`src/rtl/excl_local_mon.sv`:
```
module excl_local_mon #(
  parameter int AW = 32,
  parameter int GRAN_BITS = 11,
  parameter int SW = 3
) (
  input  logic          clk,
  input  logic          rst_n,
  input  logic          ld_i,
  input  logic          ldx_i,
  input  logic          st_i,
  input  logic          stx_i,
  input  logic [AW-1:0] addr_i,
  input  logic [SW-1:0] size_i,
  output logic          stx_ok_o
);
  localparam int TW = AW - GRAN_BITS;

  logic          armed_q;
  logic [TW-1:0] tag_q;
  logic [SW-1:0] size_q;

  wire [TW-1:0] tag_in   = addr_i[AW-1:GRAN_BITS];
  wire          tag_hit  = (tag_in == tag_q);
  wire          size_hit = (size_i == size_q);

  assign stx_ok_o = stx_i && armed_q && tag_hit && size_hit;

  always_ff @(posedge clk) begin
    if (!rst_n) begin
      armed_q <= 1'b0;
      tag_q   <= '0;
      size_q  <= '0;
    end else if (stx_i || st_i) begin
      armed_q <= 1'b0;
    end else if (ldx_i) begin
      armed_q <= 1'b1;
      tag_q   <= tag_in;
      size_q  <= size_i;
    end
  end

  wire unused_ld = ld_i;
endmodule


```
`config.mk`:
```
export PLATFORM = sky130hd
export DESIGN_NAME = excl_local_mon
export DESIGN_NICKNAME = d
export VERILOG_FILES = /design/src/rtl/excl_local_mon.sv
export SDC_FILE = /design/constraint.sdc
export NUM_CORES = 1
export LEC_CHECK = 0
export ABC_AREA = 1
export CAP_MARGIN = 0
export CORE_UTILIZATION = 60
export CTS_BUF_LIST = sky130_fd_sc_hd__clkbuf_16
export DETAILED_ROUTE_END_ITERATION = 7
export DONT_BUFFER_PORTS = 1
export PLACE_DENSITY = 0.87
export SETUP_SLACK_MARGIN = 0.1
export SLEW_MARGIN = 20
export SYNTH_ARGS = -nofsm -noshare
export SYNTH_HDL_FRONTEND = slang
export SYNTH_SLANG_ARGS = --single-unit
```
`constraint.sdc`:
```
create_clock -name clk -period 1 [get_ports clk]
set_input_delay 0.2 -clock clk [delete_from_list [all_inputs] [get_ports clk]]
set_output_delay 0.2 -clock clk [all_outputs]
set_load 0.02 [all_outputs]
```
==> flow_summary.yaml <==
placed_design:
  placed_area_sq_mm: 0.00138
  dp_hpwl_um: 2020
  portBuffers: 0
  place_inst: 242
  gp_congestion: 0.818
  dp_slack_ps: -206
critical_path:
  arrival_ps: 1350
  worstSetupStartpointType: "flop"
  crit_path_max_fanout: 2
  cp.required_ps: 800
  end_kind: "primary output"
  critPathKind: "flop to primary output"
global_route:
  grt_max_degree: 26
  grt_use_met1_pct: 28.0
  grt_antenna_before_repair: 0
  first_global_vias: 1299
  use_met3_pct: 6.23
  grt_pass1_wl_um: 5060
  grt_use_met2_pct: 50.9
  grt-ovfl-total: 0
  grt_use_total_pct: 26.8
  globalRoute.busiestLayer: "met2"
layout:
  fin_area_sq_mm: 0.00149
  mostFrequentLayoutCells: "nand2_1, inv_1, o21ai_1"
  layout_commonest_cell: "nand2_1"
  diodes: 0
  nets: 261
  finalNonFillerCells: 246
  synthToLayoutAreaGrowth_pct: 12.5
  drive_above_1_share_pct: 15.5
drt:
  vias_per_cell: 5.25
  antenna_left: 0
  vias: 1291
  drtIter0Drc: 45
  dr.pass1.iters: 5
  wire_per_inst_um: 12.0
  drt-total-wl_um: 2960
  drc: 0
run_status:
  violations: "setup timing"
  outcome: "complete, but fails checks"
cts:
  hold_buffers: 0
  clkTransAtPathRegs_ps: 60
  clock-sinks: 25
  clockBufferDepth: 2
  cts_buffers: 3
  clock_latency_ps: 260
  htree_levels: 1
  cts_root_buffer: "clkbuf_16"
  tritoncts: "yes"
timing:
  finalHoldViolCount: 0
  clock_skew_ps: 0
  setup_tns_ps: -554
  min_period_ps: 1550
  slew_violations: 0
  rsz0062_at_grt: "yes"
  worst_pin_slew_ps: 236
  relSlewSlack_pct: 84.2
  post-route-period-util_pct: 155
  fmax_mhz: 643
  fin_ws_ps: -554
  setup_violations: 1
synthesis:
  ys_top_cells_by_area: "dfxtp_1, nand2_1, inv_1"
  yosys.area.top_type: "dfxtp_1"
  synth.top_cell.area_share_pct: 37.9
  synth_cell_type_count: 16
  synth_seq_cells: 25
  synthCells: 212
  ys_seq_area_share_pct: 37.9
  syn_avg_cell_area_sq_um: 6.23
  ys_warn_count: 0
  syn_area_sq_mm: 0.00132
  syn_nets: 253
run:
  max_cap_violations: 0
die:
  fp.dieH_um: 48.9
  start_util_pct: 65.3
  ios: 42
  rows: 16
  core_area_sq_mm: 0.00202
  die_w_um: 48.9
  dieArea_sq_mm: 0.00239
hold_path:
  hold_path.class: "primary input to flop"
power:
  total_power_w: 0.00224
  peakVddDrop_uv: 1160
  p_per_area_mw_per_mm2: 1510
  leakage_nw: 0.709
==> flip-flops by register name, indices dropped and copies added, names as in the netlist <==
register  count
size_q        3
armed_q       1
tag_q        21
==> final timing paths <==
| kind | start | end | slack [ps] | depth (start not counted) |
|---|---|---|---|---|
| setup reg to reg | tag_q[9]$_SDFFE_PN0P_ | tag_q[9]$_SDFFE_PN0P_ | 280 | 3 |
| hold reg to reg | tag_q[18]$_SDFFE_PN0P_ | tag_q[18]$_SDFFE_PN0P_ | 460 | 2 |
| hold / removal | st_i | armed_q$_SDFFE_PP0P_ | 10 | 1 |
| setup / recovery | tag_q[17]$_SDFFE_PN0P_ | stx_ok_o | -550 | 5 |
==> kinds of logic (layout without fill, tap and decap cells) <==
| kind of cell | after synthesis | count (layout) | synth area share (%) |
|---|---|---|---|
| AOI/OAI and AO/OA | 47 | 47 | 18.0 |
| xor gates and xnor gates | 4 | 4 | 2.65 |
| buffers and inverters | 46 | 53 | 15.5 |
| DFF | 25 | 25 | 37.9 |
| and+or+nand+nor | 90 | 90 | 25.9 |
==> synthesized netlist by cell type <==
library cell  number
nand3_1            1
nand2_2            1
dfxtp_1           25
nand2_1           64
inv_2              1
a21oi_1           20
inv_1             39
o21ai_1           24
buf_2              2
xnor2_1            3
o21ai_0            2
nor3_1             1
buf_6              4
xor2_1             1
o211ai_1           1
nor2_1            23
==> power by group <==
part / switching [W] / internal (W) / leakage, nW
Sequential: 0.0000290 / 0.00105 / 0.207
Combinational: 0.000162 / 0.000124 / 0.460
Clock: 0.000338 / 0.000534 / 0.0423
==> layout make-up <==
cell class | count | area, sq um
inverter | 40 | 150
fill | 163 | 536
clock inverter | 1 | 3.75
timing repair buffer | 9 | 67.6
sequential | 25 | 508
tap | 27 | 33.8
multi-input combinational | 141 | 648
clock buffer | 3 | 75.1
==> metal layers <==
| metal | routed length (um) | part of all wire, % |
|---|---|---|
| met5 | 0 | 0 |
| met4 | 89 | 3.0 |
| met3 | 183 | 6.2 |
| met2 | 1540 | 52 |
| met1 | 1160 | 39 |
==> stage by stage <==
step,utilization (%),hold WS [ps]
5_1_grt,73.5,3.79
4_1_cts,72.0,10.3
3_5_place_dp,68.0,282
6_report,73.5,11.3
3_3_place_gp,68.0,279
2_1_floorplan,-,277
==> worst max-delay path, stage by stage, from the launching register on <==
cell and delay [ps]:
dfxtp_1 330, xnor2_1 230, nand2_1 100, nor2_1 130
nand3_1 130, nor2_4 170
==> timing repair <==
item | CTS | global route
resized for setup | 2 | 17
hold endpoints to repair | 0 | 0
endpoints found under the setup margin | 1 | 1
cloned | 0 | 0
pin swaps | 0 | 10
setup buffers | 0 | 0
Power figures use the tool's default switching activity.
